$ cat src/rtl/i2c_st_pkg.sv
package i2c_st_pkg;
  typedef enum logic [1:0] {
    PH_IDLE = 2'd0,
    PH_ADDR = 2'd1,
    PH_DATA = 2'd2,
    PH_SKIP = 2'd3
  } phase_t;

  localparam logic SEL_DATA = 1'b0;
  localparam logic SEL_CTRL = 1'b1;
endpackage

$ cat src/rtl/i2c_st_sync.sv
module i2c_st_sync #(
  parameter int STAGES = 2
) (
  input  logic clk,
  input  logic rst_n,
  input  logic d,
  output logic lvl,
  output logic rise,
  output logic fall
);
  logic [STAGES-1:0] chain;
  logic              prev;

  generate
    if (STAGES == 1) begin : g_one
      always_ff @(posedge clk or negedge rst_n)
        if (!rst_n) chain <= '1;
        else        chain <= d;
    end else begin : g_many
      always_ff @(posedge clk or negedge rst_n)
        if (!rst_n) chain <= '1;
        else        chain <= {chain[STAGES-2:0], d};
    end
  endgenerate

  always_ff @(posedge clk or negedge rst_n)
    if (!rst_n) prev <= 1'b1;
    else        prev <= chain[STAGES-1];

  assign lvl  = chain[STAGES-1];
  assign rise = lvl & ~prev;
  assign fall = ~lvl & prev;
endmodule

$ cat src/rtl/i2c_st_cond.sv
module i2c_st_cond (
  input  logic scl_lvl,
  input  logic sda_rise,
  input  logic sda_fall,
  output logic start_ev,
  output logic stop_ev
);
  assign start_ev = scl_lvl & sda_fall;
  assign stop_ev  = scl_lvl & sda_rise;
endmodule

$ cat src/rtl/i2c_st_host.sv
module i2c_st_host
  import i2c_st_pkg::*;
#(
  parameter int BYTE_W  = 8,
  parameter int REL_BIT = 0
) (
  input  logic              host_wr,
  input  logic              host_sel,
  input  logic [BYTE_W-1:0] host_wdata,
  output logic              release_req
);
  logic data_rel;
  logic ctrl_rel;

  assign data_rel    = (host_sel == SEL_DATA) && (host_wdata == {BYTE_W{1'b1}});
  assign ctrl_rel    = (host_sel == SEL_CTRL) && host_wdata[REL_BIT];
  assign release_req = host_wr && (data_rel || ctrl_rel);
endmodule

$ cat src/rtl/i2c_st_engine.sv
module i2c_st_engine
  import i2c_st_pkg::*;
#(
  parameter int ADDR_W = 7
) (
  input  logic              clk,
  input  logic              rst_n,
  input  logic              scl_rise,
  input  logic              scl_fall,
  input  logic              sda_lvl,
  input  logic              start_ev,
  input  logic              stop_ev,
  input  logic              release_req,
  input  logic [ADDR_W-1:0] own_addr,
  input  logic              ack_en,
  input  logic              wait_sel,
  output logic              scl_hold,
  output logic              sda_low,
  output logic              irq,
  output logic [ADDR_W:0]   rx_byte,
  output logic              start_flag,
  output logic              stop_flag,
  output logic              ack_flag,
  output logic              rw_flag
);
  localparam int BYTE_W = ADDR_W + 1;
  localparam int CNT_W  = $clog2(BYTE_W + 1);
  localparam logic [CNT_W-1:0] CNT_FULL = CNT_W'(BYTE_W);

  phase_t            phase;
  logic [BYTE_W-1:0] shreg;
  logic [CNT_W-1:0]  cnt;
  logic              ninth;
  logic              active;
  logic              byte_done;
  logic              addr_hit;

  assign active    = (phase == PH_ADDR) || (phase == PH_DATA);
  assign byte_done = (cnt == CNT_FULL);
  assign addr_hit  = (shreg[BYTE_W-1:1] == own_addr) && !shreg[0];

  always_ff @(posedge clk or negedge rst_n) begin
    if (!rst_n) begin
      phase      <= PH_IDLE;
      shreg      <= '0;
      cnt        <= '0;
      ninth      <= 1'b0;
      scl_hold   <= 1'b0;
      sda_low    <= 1'b0;
      irq        <= 1'b0;
      rx_byte    <= '0;
      start_flag <= 1'b0;
      stop_flag  <= 1'b0;
      ack_flag   <= 1'b0;
      rw_flag    <= 1'b0;
    end else begin
      irq <= 1'b0;
      if (stop_ev) begin
        phase      <= PH_IDLE;
        cnt        <= '0;
        ninth      <= 1'b0;
        scl_hold   <= 1'b0;
        sda_low    <= 1'b0;
        stop_flag  <= 1'b1;
        start_flag <= 1'b0;
      end else if (start_ev) begin
        phase      <= PH_ADDR;
        cnt        <= '0;
        ninth      <= 1'b0;
        scl_hold   <= 1'b0;
        sda_low    <= 1'b0;
        start_flag <= 1'b1;
        stop_flag  <= 1'b0;
        ack_flag   <= 1'b0;
        rw_flag    <= 1'b0;
      end else begin
        if (release_req && scl_hold)
          scl_hold <= 1'b0;
        if (active && scl_rise) begin
          if (!byte_done) begin
            shreg <= {shreg[BYTE_W-2:0], sda_lvl};
            cnt   <= cnt + 1'b1;
          end else begin
            ninth    <= 1'b1;
            ack_flag <= !sda_lvl;
          end
        end
        if (active && scl_fall) begin
          if (byte_done && !ninth) begin
            if (phase == PH_ADDR) begin
              rw_flag <= shreg[0];
              if (addr_hit) begin
                sda_low <= ack_en;
                if (!wait_sel) begin
                  scl_hold <= 1'b1;
                  irq      <= 1'b1;
                end
              end else begin
                phase <= PH_SKIP;
                cnt   <= '0;
              end
            end else begin
              rx_byte <= shreg;
              sda_low <= ack_en;
              if (!wait_sel) begin
                scl_hold <= 1'b1;
                irq      <= 1'b1;
              end
            end
          end else if (ninth) begin
            ninth   <= 1'b0;
            cnt     <= '0;
            sda_low <= 1'b0;
            phase   <= PH_DATA;
            if (wait_sel) begin
              scl_hold <= 1'b1;
              irq      <= 1'b1;
            end
          end
        end
      end
    end
  end
endmodule

$ cat src/rtl/i2c_stretch_target.sv
module i2c_stretch_target
  import i2c_st_pkg::*;
#(
  parameter int ADDR_W      = 7,
  parameter int SYNC_STAGES = 2,
  parameter int REL_BIT     = 0
) (
  input  logic              clk,
  input  logic              rst_n,
  input  logic              scl_i,
  input  logic              sda_i,
  output logic              scl_hold,
  output logic              sda_low,
  input  logic [ADDR_W-1:0] own_addr,
  input  logic              ack_en,
  input  logic              wait_sel,
  input  logic              host_wr,
  input  logic              host_sel,
  input  logic [ADDR_W:0]   host_wdata,
  output logic [ADDR_W:0]   rx_byte,
  output logic              irq,
  output logic              start_flag,
  output logic              stop_flag,
  output logic              ack_flag,
  output logic              rw_flag,
  output logic              mst_flag
);
  localparam int BYTE_W = ADDR_W + 1;

  logic scl_lvl, scl_rise, scl_fall;
  logic sda_lvl, sda_rise, sda_fall;
  logic start_ev, stop_ev, release_req;

  i2c_st_sync #(.STAGES(SYNC_STAGES)) u_scl_sync (
    .clk(clk), .rst_n(rst_n), .d(scl_i),
    .lvl(scl_lvl), .rise(scl_rise), .fall(scl_fall)
  );

  i2c_st_sync #(.STAGES(SYNC_STAGES)) u_sda_sync (
    .clk(clk), .rst_n(rst_n), .d(sda_i),
    .lvl(sda_lvl), .rise(sda_rise), .fall(sda_fall)
  );

  i2c_st_cond u_cond (
    .scl_lvl(scl_lvl), .sda_rise(sda_rise), .sda_fall(sda_fall),
    .start_ev(start_ev), .stop_ev(stop_ev)
  );

  i2c_st_host #(.BYTE_W(BYTE_W), .REL_BIT(REL_BIT)) u_host (
    .host_wr(host_wr), .host_sel(host_sel), .host_wdata(host_wdata),
    .release_req(release_req)
  );

  i2c_st_engine #(.ADDR_W(ADDR_W)) u_engine (
    .clk(clk), .rst_n(rst_n),
    .scl_rise(scl_rise), .scl_fall(scl_fall), .sda_lvl(sda_lvl),
    .start_ev(start_ev), .stop_ev(stop_ev), .release_req(release_req),
    .own_addr(own_addr), .ack_en(ack_en), .wait_sel(wait_sel),
    .scl_hold(scl_hold), .sda_low(sda_low), .irq(irq), .rx_byte(rx_byte),
    .start_flag(start_flag), .stop_flag(stop_flag),
    .ack_flag(ack_flag), .rw_flag(rw_flag)
  );

  assign mst_flag = 1'b0;
endmodule

$ cat config.mk
export PLATFORM = sky130hd
export DESIGN_NAME = i2c_stretch_target
export DESIGN_NICKNAME = d
export VERILOG_FILES = /design/src/rtl/i2c_st_pkg.sv /design/src/rtl/i2c_st_sync.sv /design/src/rtl/i2c_st_cond.sv /design/src/rtl/i2c_st_host.sv /design/src/rtl/i2c_st_engine.sv /design/src/rtl/i2c_stretch_target.sv
export SDC_FILE = /design/constraint.sdc
export NUM_CORES = 1
export LEC_CHECK = 0
export ABC_AREA = 1
export BUFFER_PORTS_ARGS = -buffer_cell sky130_fd_sc_hd__buf_2
export CAP_MARGIN = 20
export CORE_MARGIN = 2
export CORE_UTILIZATION = 25
export DETAILED_ROUTE_END_ITERATION = 10
export PLACE_DENSITY = 0.48
export SETUP_SLACK_MARGIN = 0.1
export SYNTH_ARGS = -nofsm -noshare
export SYNTH_HDL_FRONTEND = slang
export SYNTH_SLANG_ARGS = --single-unit
$ cat constraint.sdc
create_clock -name clk -period 2.05 [get_ports clk]
set_input_delay 0.41 -clock clk [delete_from_list [all_inputs] [get_ports clk]]
set_output_delay 0.41 -clock clk [all_outputs]
set_load 0.05 [all_outputs]
Word-level counts from Yosys, hierarchy flattened
Index checks and enable logic that the tools add are counted.
{"block": "totals", "out_inout_bits": 16, "elab_cells": 127, "in_bits": 23, "register_bits": 36}
{"block": "classes", "addsub": 1, "mux": 60, "n_bitwise": 15, "reduce_logical": 27, "n_eq_ne": 8}
{"operator": "two-way mux 1 bit", "n": 44}
{"operator": "two-way mux 4 bit", "n": 9}
{"operator": "two-way mux 2 bit", "n": 7}
{"operator": "AND reduction 4 bit", "n": 3}
{"operator": "nonzero test 2 bit", "n": 6}
{"operator": "NOT 1 bit", "n": 9}
{"operator": "== test 8 bit, second input constant", "n": 1}
{"operator": "logical AND 1 bit", "n": 8}
{"operator": "== test 7 bit", "n": 1}
{"operator": "AND 1 bit", "n": 6}
{"operator": "AND reduction 3 bit", "n": 2}
{"operator": "!= test 5 x 4 -> 1 bit, second input constant", "n": 1}
{"operator": "AND reduction 5 bit", "n": 1}
{"operator": "adder 4 x 1 -> 4 bit, second input constant", "n": 1}
{"operator": "== test 4 bit, second input constant", "n": 1}
{"operator": "!= test 4 x 3 -> 1 bit, second input constant", "n": 1}
{"operator": "!= test 4 bit, second input constant", "n": 1}
{"operator": "nonzero test 4 bit", "n": 1}
{"operator": "logical NOT 1 bit", "n": 3}
{"operator": "nonzero test 3 bit", "n": 1}
{"operator": "== test 2 x 1 -> 1 bit, second input constant", "n": 1}
{"operator": "== test 2 bit, second input constant", "n": 1}
{"operator": "logical OR 1 bit", "n": 2}

Logic depth before layout (Yosys ltp)
Gate-level depths: netlist (run 1).
{"block": "depth", "ltp_word": 13, "mapped_depth": 11, "ltp_nobuf": 11}

Hierarchy
A second synthesis (run 1) with hierarchy kept.
{"block": "unflattened", "hier_cells": 219, "hier_area_um2": 1833.0}
{"module": "i2c_st_engine", "area_per_inst_um2": 1576.5, "n_inst": 1, "seq_area_each_um2": 750.7, "cells_per_inst": 189}
{"module": "i2c_st_sync", "area_per_inst_um2": 93.8, "n_inst": 2, "seq_area_each_um2": 78.8, "cells_per_inst": 7}
{"module": "i2c_st_host", "area_per_inst_um2": 42.5, "n_inst": 1, "seq_area_each_um2": 0.0, "cells_per_inst": 10}
{"module": "i2c_st_cond", "area_per_inst_um2": 15.0, "n_inst": 1, "seq_area_each_um2": 0.0, "cells_per_inst": 4}
{"module": "i2c_stretch_target", "area_per_inst_um2": 11.3, "n_inst": 1, "seq_area_each_um2": 0.0, "cells_per_inst": 2}

Worst setup path before layout (run 1)
OpenSTA, ideal clock, no wires.
{"block": "synth_timing", "path_type": "reg2reg", "start": "register u_engine.phase[0]", "end": "register u_engine.shreg[2]", "t_required_ns": 1.927, "path_buffers": 1, "period_less_slack_ns": 1.519, "arrival_ns": 1.397, "setup_time_ns": 0.123, "path_stages_with_launch": 9, "setup_slack_ns": 0.531, "cell_sequence": "dfrtp_1 ha_1 inv_1 nand3_1 nor2_2 nand2_2 buf_4 nand2_1 o21ai_1"}
{"block": "synth_between", "elab_chain_cells": 4, "word_cells_on_any_way": 5, "cone_classes": "2 x eq/ne; 3 x reduce/logical"}
{"item": "from (decl)", "line_no": "i2c_st_engine.sv:30", "source": "phase_t phase;"}
{"item": "from (signal assigned)", "line_no": "i2c_st_engine.sv:44", "source": "phase <= PH_IDLE;"}
{"item": "from (signal assigned)", "line_no": "i2c_st_engine.sv:59", "source": "phase <= PH_IDLE;"}
{"item": "from (signal assigned)", "line_no": "i2c_st_engine.sv:67", "source": "phase <= PH_ADDR;"}
{"item": "== test 2 x 1 -> 1 bit / == test 2 bit (equally long branches)", "line_no": "i2c_st_engine.sv:38", "source": "assign active = (phase == PH_ADDR) || (phase == PH_DATA);"}
{"item": "logical OR 1 bit *", "line_no": "i2c_st_engine.sv:38"}
{"item": "logical AND 1 bit *", "line_no": "i2c_st_engine.sv:79", "source": "if (active && scl_rise) begin"}
{"item": "AND reduction 4 bit (no line) *"}
{"item": "to (signal assigned)", "line_no": "i2c_st_engine.sv:81", "source": "shreg <= {shreg[BYTE_W-2:0], sda_lvl};"}
{"item": "to (decl)", "line_no": "i2c_st_engine.sv:31", "source": "logic [BYTE_W-1:0] shreg;"}
Every way passes the cells marked *; elsewhere a longest branch is shown, timed or not.
A chain may end at the register's enable or synchronous reset.

Final worst setup path (run 1)
{"block": "layout_timing", "start": "register u_engine.phase[0]", "end": "register u_engine.phase[0]"}
{"block": "layout_between", "elab_chain_cells": 5, "word_cells_on_any_way": 7, "cone_classes": "3 x eq/ne; 4 x reduce/logical"}
{"item": "== test 2 x 1 -> 1 bit / == test 2 bit (equally long branches)", "line_no": "i2c_st_engine.sv:38, i2c_st_engine.sv:90"}
{"item": "logical OR 1 bit", "line_no": "i2c_st_engine.sv:38"}
{"item": "logical AND 1 bit", "line_no": "i2c_st_engine.sv:88", "source": "if (active && scl_fall) begin"}
{"item": "nonzero test 3 bit (no line)"}
{"item": "AND reduction 4 bit (no line) *"}
Marks and branches as above.

==> key figures, run 1 <==
Routing
  • Routed length per instance: 10.2 um
  • Via/cell ratio: 3.96
  • 1st-pass router iterations: 4
  • DRT antenna net count: 0
  • Post-Route WL: 3760 um
  • DRC Markers: 0
  • DR iter-0 viols: between 70 and 80
  • Detailed-route via count: ~1500

CTS
  • Clock buffer depth: 2
  • Worst-skew pair later-pin latency: 0.29 ns
  • Total clock sinks: 36
  • Number of hold buffers added after CTS: 0
  • Post-CTS Resized: 0
  • CTS clk-pin slew, worst paths: 0.08 ns
  • Setup repair bufs after CTS: 0
  • CTS Buf Count: 5
  • Htree depth: 2
  • CTS tree: yes
  • CTS Root Cell: clkbuf_8

Synthesis
  • Cell taking the most area after synthesis: dfrtp_1
  • Unique masters post-synth: 30
  • Synth top area share: 40.9%
  • Synth Cell Area: 1840 sq um
  • Synth Area in Simple Gates: 28.8%
  • Post-synth net total: 251
  • XOR/XNOR Fraction of Synth Area: less than 1%
  • Post-synth EDFFs: 0
  • Largest cells by area after synthesis: dfrtp_1 41%, nand2_1 15%, dfstp_2 8.6%, inv_1 5.7%, o21ai_2 3.8%
  • Mux contribution to synthesized area: 0%
  • Top_reg_cell synth: dfrtp_1
  • Main combinational cell family by area after synthesis: simple AND/OR/NAND/NOR gates
  • #FFs+latches synth: 36
  • Post-Syn Instances: approximately 230
  • Synth warn: 0
  • Avg Cell Area, Syn: between 8 and 9 sq um
  • Asr flop ratio synth: 100%
  • Post-Synth Adder-Cell Area: 2.04%
  • Post-synthesis sequential area ratio: 49.5%
  • Post-synthesis compound-gate area fraction: between 9 and 10%

Setup path
  • Reg2reg end: u_engine.phase[0]
  • Crit path depth: 8
  • Critical Path End Type: flop
  • WP data required: 2.27 ns
  • Path type of the worst setup path: flop to flop
  • Reg2Reg Depth: 8
  • CP Cell Sequence: ha_1 -> inv_1 -> nand3_2 -> nor2_1 -> nor2_1 -> o21ai_1 -> nand4_1 -> nand2_1
  • CP most frequent cell: nor2_1
  • Crit path DAT: slightly below 2 ns
  • CP top delay family: simple AND/OR/NAND/NOR gates
  • FF-to-FF Start: u_engine.phase[0]
  • Largest stage delay on the critical path: 0.39 ns
  • CP bufs+invs: 1
  • CP max-delay cell: dfrtp_1
  • CP Max Fanout: 7
  • R2r setup slk: 0.34 ns
  • Setup crit start kind: flop

STA
  • Tmin final: 1.71 ns
  • Setup violators final: 0
  • Pins Over Slew Limit: 0
  • Setup ws final: 0.345 ns
  • Max Clock Freq: 587 MHz
  • RSZ-0062 raised after global routing: no
  • Part of the cycle the worst path needs: 83.2%
  • Setup Total Neg Slack: 0 ns
  • Worst clock skew: around 0.009 ns
  • Final Hold Viols: 0

Cells and area
  • Commonest non-fill, non-tap cells in the layout: 73 x nand2_1, 37 x buf_2, 30 x dfrtp_1, 28 x inv_1, 12 x nor2_1
  • Filler cell count: 757
  • Share of cells above drive strength 1: 29.9%
  • Area grow syn2layout: 22.6%
  • Final Cell Area: 2250 sq um
  • Final Util: 31.4%
  • ANT cells: 0
  • Post-layout nets: 293
  • Most common cell after layout, fill and taps aside: nand2_1

Placement
  • DP Wirelength: approximately 2900 um
  • Pre-CTS setup slack: 0.334 ns
  • Port bufs: 37
  • GPL Wtd Cong: 0.779
  • Placement Cell Area: around 2100 sq um

GRT
  • Total GRT Usage: 10.1%
  • Largest net degree at the start of global routing: 37
  • Gr ovfl total: 0
  • Vias in the first global route: 1310
  • Initial antenna violation count: 0
  • First-pass GRT wire length: 6060 um

Min path
  • HP Class: input port to asynchronous set/reset pin

Floorplan
  • Die area: 8040 sq um
  • Die W: 89.7 um
  • Die Ht: 89.7 um
  • Core footprint: 7180 sq um
  • Initial Util: 25.6%
  • Row Count: 31
  • Top Ports: 39

Status
  • Status: completed

Run
  • Max Cap Viol: 0

Power and ir drop
  • Leakage: 1.17 nW
  • Pwr dens: around 750 nW/um^2
  • Peak VDD IR: 0.250 mV
-- sequential cells by signal, summed over array words and instances (netlist names) --
register / flops
u_engine.ack_flag: 1
u_engine.cnt: 4
u_engine.irq: 1
u_engine.ninth: 1
u_engine.phase: 2
u_engine.rw_flag: 1
u_engine.rx_byte: 8
u_engine.scl_hold: 1
u_engine.sda_low: 1
u_engine.shreg: 8
u_engine.start_flag: 1
u_engine.stop_flag: 1
u_scl_sync.chain: 2
u_scl_sync.prev: 1
u_sda_sync.chain: 2
u_sda_sync.prev: 1
-- per-stage QoR --
stage,hold WS (ns),cells,power [W]
3_5_place_dp,0.347,359,0.00108
3_3_place_gp,0.346,359,0.00108
4_1_cts,0.0792,367,0.00171
2_1_floorplan,0.114,225,0.000989
5_1_grt,0.0790,367,0.00179
6_report,0.0725,367,0.00168
-- cell type report --
class,instances,area [sq um],share of cell area [%]
Multi-Input combinational cell,150,766,34.0
Tap cell,99,124,5.51
Clock buffer,5,68.8,3.06
Inverter,36,135,6.01
Sequential cell,36,908,40.4
Timing Repair Buffer,38,205,9.12
Clock inverter,3,42.5,1.89
-- worst register-to-register path: cells and delay by family, from the launching register on --
family                     cells  cell delay [ns]
adders and majority gates      1             0.30
AOI/OAI and AO/OA              1             0.16
DFF                            1             0.39
buffers and inverters          1             0.08
and+or+nand+nor                5             0.70
-- power breakdown --
part           leakage [nW]  switching, W  internal [W]  total, W
sequential            0.474     0.0000417      0.000762  0.000804
combinational         0.645      0.000172     0.0000871  0.000259
clock                0.0541      0.000258      0.000360  0.000618
total                  1.17      0.000472       0.00121   0.00168
-- cells in the mapped netlist, drive strengths merged (2+ instances only) --
cell / count
o21ai: 20
nand3: 13
nand4: 3
nor2: 15
xor2: 2
dfrtp: 30
buf: 3
dfstp: 6
a21oi: 4
inv: 36
nand2: 79
ha: 3
nand3b: 2
nor3: 3
-- worst max-delay path by stage --
stage                 startpoint           endpoint  slack (ns)
6_report       u_engine.phase[0]  u_engine.phase[0]        0.34
5_1_grt        u_engine.phase[0]  u_engine.phase[0]        0.16
4_1_cts        u_engine.phase[0]  u_engine.phase[0]        0.31
3_5_place_dp   u_engine.phase[0]  u_engine.phase[0]        0.33
3_3_place_gp   u_engine.phase[0]  u_engine.phase[0]        0.30
2_1_floorplan  u_engine.phase[0]  u_engine.shreg[2]        0.53
-- layer usage --
| metal | wire (um) | part of all wire, % | vias to the layer above | track usage, % |
|---|---|---|---|---|
| li1 | - | - | 787 | - |
| met1 | 1970 | 52 | 627 | 14.1 |
| met2 | 1510 | 40 | 34 | 14.5 |
| met3 | 189 | 5.0 | 7 | 2.74 |
| met4 | 82 | 2.2 | 0 | 4.88 |
| met5 | 0 | 0 | - | 0 |
-- kinds of logic after synthesis --
logic type / after synthesis
fa+ha+maj: 3
xor+xnor: 2
other cells: 1
buf+inv: 39
flops: 36
compound gates: 28
simple gates: 116
No activity file was read; power rests on OpenSTA's default activity.
==> run 2, diff against run 1 <==
- ABC_AREA: 1 -> 0
- clock period: 2.05 -> 1.66 ns (I/O delays scaled with it)
==> run 2 against run 1 <==
Against the previous run:
- the run now ends with negative setup slack left
- design area rose by 11%
- power rose by 53%
- flip-flop and latch count did not move
- final cell count fell by 19%
- wire length barely moved
- worst setup slack got worse by 0.53 ns
- utilization rose by 8.2 points
- sequential share of layout area fell by 4.0 points
- via count fell by 11%
- synthesized cell count fell by 40%
- largest power group unchanged
- highest routed layer unchanged
==> key figures, run 2 <==
Routing
  • DR iter-0 viols: 42 (was 77)
  • Post-Route WL: 3750 um (was 3760 um)
  • Via/cell ratio: 4.33 (was 3.96)
  • Detailed-route via count: 1294 (was 1455)
  • Routed length per instance: 12.6 um (was 10.2 um)
  • DRC Markers: 0 (unchanged)
  • 1st-pass router iterations: 2 (was 4)
  • DRT antenna net count: 0 (unchanged)

Synthesis
  • Post-Syn Instances: 136 (was 225)
  • Synth Cell Area: 1610 sq um (was 1840 sq um)
  • Post-Synth Adder-Cell Area: 2.33% (was 2.04%)
  • Post-synth top cells: 30 x dfrtp_1, 17 x mux2_2, 11 x nand2_1 (was 73 x nand2_1, 30 x dfrtp_1, 28 x inv_1)
  • Synth Area in Simple Gates: 15.7% (was 28.8%)
  • Post-synthesis sequential area ratio: 56.3% (was 49.5%)
  • Synth warn: 0 (unchanged)
  • Asr flop ratio synth: 100% (unchanged)
  • #FFs+latches synth: 36 (unchanged)
  • Unique masters post-synth: 35 (was 30)
  • Post-synth net total: 162 (was 251)
  • Largest cells by area after synthesis: dfrtp_1 47%, mux2_2 12%, dfstp_2 9.8%, xnor2_1 2.7%, xor2_1 2.7% (was dfrtp_1 41%, nand2_1 15%, dfstp_2 8.6%, inv_1 5.7%, o21ai_2 3.8%)
  • Cell taking the most area after synthesis: dfrtp_1 (unchanged)
  • Count leader, synth: dfrtp_1 (was nand2_1)
  • XOR/XNOR Fraction of Synth Area: 5.43% (was 0.954%)
  • Post-synthesis compound-gate area fraction: 6.20% (was 9.75%)
  • Post-synth EDFFs: 0 (unchanged)
  • Mux contribution to synthesized area: 11.9% (was 0%)
  • Top_reg_cell synth: dfrtp_1 (unchanged)
  • Main combinational cell family by area after synthesis: simple AND/OR/NAND/NOR gates (unchanged)
  • Avg Cell Area, Syn: 11.9 sq um (was 8.16 sq um)
  • Synth top area share: 46.5% (was 40.9%)

Floorplan
  • Core footprint: 6310 sq um (was 7180 sq um)
  • Die Ht: 84.4 um (was 89.7 um)
  • Die W: 84.4 um (was 89.7 um)
  • Die area: 7110 sq um (was 8040 sq um)
  • Initial Util: 25.6% (about the same)
  • Row Count: 29 (was 31)
  • Top Ports: 39 (unchanged)

CTS
  • Number of hold buffers added after CTS: 0 (unchanged)
  • Total clock sinks: 36 (unchanged)
  • Worst-skew pair later-pin latency: 0.28 ns (was 0.29 ns)
  • CTS clk-pin slew, worst paths: 0.07 ns (was 0.08 ns)
  • Htree depth: 2 (unchanged)
  • CTS tree: yes (unchanged)
  • CTS Root Cell: clkbuf_8 (unchanged)
  • CTS Buf Count: 5 (unchanged)
  • Clock buffer depth: 2 (unchanged)

Setup path
  • Path type of the worst setup path: flop to flop (unchanged)
  • WP data required: 1.87 ns (was 2.27 ns)
  • R2r setup slk: -0.19 ns (was 0.34 ns)
  • Setup crit start kind: flop (unchanged)
  • Critical Path End Type: flop (unchanged)
  • CP Max Fanout: 3 (was 7)
  • Crit path DAT: 2.06 ns (was 1.93 ns)

Min path
  • HP Class: input port to asynchronous set/reset pin (unchanged)

Power and ir drop
  • Pint: 0.00182 W (was 0.00121 W)
  • Sw power: 0.000757 W (was 0.000472 W)
  • Power share of the sequential group: 43.2% (was 47.8%)
  • Clock power share: 23.2% (was 36.8%)
  • Peak VDD IR: 0.646 mV (was 0.250 mV)
  • Net Sw Frac: 29.4% (was 28.1%)
  • Leakage: 1.21 nW (was 1.17 nW)
  • Logic gate share of total power: 33.6% (was 15.4%)
  • Pwr dens: 1030 nW/um^2 (was 747 nW/um^2)

GRT
  • First-pass GRT wire length: 6240 um (was 6060 um)
  • Gr ovfl total: 0 (unchanged)
  • Total GRT Usage: 11.2% (was 10.1%)
  • Initial antenna violation count: 0 (unchanged)
  • Largest net degree at the start of global routing: 37 (unchanged)
  • Vias in the first global route: 1306 (was 1310)

Placement
  • GPL Wtd Cong: 0.693 (was 0.779)
  • DP Wirelength: 2560 um (was 2920 um)
  • Pre-CTS setup slack: -0.317 ns (was 0.334 ns)
  • Port bufs: 37 (unchanged)
  • Placement Cell Area: 2220 sq um (was 2140 sq um)

STA
  • Max Clock Freq: 541 MHz (was 587 MHz)
  • Part of the cycle the worst path needs: 111% (was 83.2%)
  • Final Hold Viols: 0 (unchanged)
  • Pins Over Slew Limit: 0 (unchanged)
  • RSZ-0062 raised after global routing: yes (was no)
  • Worst clock skew: 0.00284 ns (was 0.00900 ns)
  • Tmin final: 1.85 ns (was 1.71 ns)
  • Setup ws final: -0.187 ns (was 0.345 ns)
  • Setup violators final: 24 (was 0)

Cells and area
  • Commonest non-fill, non-tap cells in the layout: 37 x buf_2, 37 x buf_4, 30 x dfrtp_1, 16 x mux2_4, 10 x nor2_1 (was 73 x nand2_1, 37 x buf_2, 30 x dfrtp_1, 28 x inv_1, 12 x nor2_1)
  • Post-layout nets: 247 (was 293)
  • Largest regs: u_engine.rx_byte: 8 flops, u_engine.shreg: 8 flops, u_engine.cnt: 4 flops (unchanged)
  • Share of cells above drive strength 1: 58.6% (was 29.9%)
  • Area grow syn2layout: 54.9% (was 22.6%)
  • Final Cell Area: 2500 sq um (was 2250 sq um)
  • ANT cells: 0 (unchanged)

Status
  • Failing checks: negative setup slack
  • Status: finished, violations left (was completed)

Run
  • Max Cap Viol: 0 (unchanged)
==> run 2: metal layers <==
layer | track usage (%) | wire length (um) | vias up
li1 | - | - | 644
met1 | 15.0 | 1750 | 615
met2 | 17.4 | 1780 | 31
met3 | 3.74 | 186 | 4
met4 | 3.46 | 37 | 0
met5 | 0 | 0 | -
==> run 2: worst max-delay path, stage by stage, from the launching register on <==
cell and delay (ns):
dfrtp_1 0.39, xor2_1 0.17, or4_4 0.52, o21a_1 0.21, or3b_1 0.35, a21oi_1 0.14
==> run 2: cell type report <==
class	instances	area (sq um)
clock buffer	7	76.3
clock inverter	1	5.00
fill	640	3810
inverter	4	15.0
multi-input combinational	93	831
sequential	36	908
tap	77	96.3
timing repair buffer	81	568
==> run 2: kinds of logic after synthesis <==
family	Yosys count
xor gates and xnor gates	10
other	1
AOI/OAI and AO/OA	17
muxes	17
and+or+nand+nor	45
adders and majority gates	3
DFF	36
buffers and inverters	7
==> run 2: path summary, 6_finish.rpt <==
path / from / to / depth (start not counted)
max in group asynchronous: rst_n / u_scl_sync.chain[1] / 2
hold reg to reg: u_scl_sync.chain[0] / u_scl_sync.chain[1] / 0
setup reg to reg: u_engine.shreg[1] / u_engine.sda_low / 5
setup / recovery: u_engine.shreg[1] / u_engine.sda_low / 5
min in group clk: sda_i / u_sda_sync.chain[0] / 1
hold / removal: rst_n / u_engine.rx_byte[7] / 2
==> run 2: per-stage QoR <==
step | TNS (ns) | total power (W) | hold WS [ns] | cells | utilization (%)
floorplan | -2.42 | 0.00152 | 0.0364 | 136 | -
global placement | -3.83 | 0.00184 | 0.347 | 278 | 35.2
detailed placement | -3.90 | 0.00184 | 0.348 | 278 | 35.2
CTS | -3.01 | 0.00252 | 0.0984 | 292 | 38.4
global route | -4.78 | 0.00273 | 0.121 | 299 | 39.6
finish | -2.46 | 0.00258 | 0.0784 | 299 | 39.6
==> run 2: power groups by stage <==
stage | Clock [W] | Sequential [W] | Combinational, W
6_report | 0.000598 | 0.00111 | 0.000866
5_1_grt | 0.000661 | 0.00113 | 0.000935
3_3_place_gp | 0 | 0.00113 | 0.000708
4_1_cts | 0.000617 | 0.00111 | 0.000788
2_1_floorplan | 0 | 0.00118 | 0.000338
3_5_place_dp | 0 | 0.00113 | 0.000713
==> run 2: timing repair <==
action                     CTS  global route
buffers inserted             6             7
setup endpoints to repair   27            28
resized for setup           24             4
pin swaps                   16            10
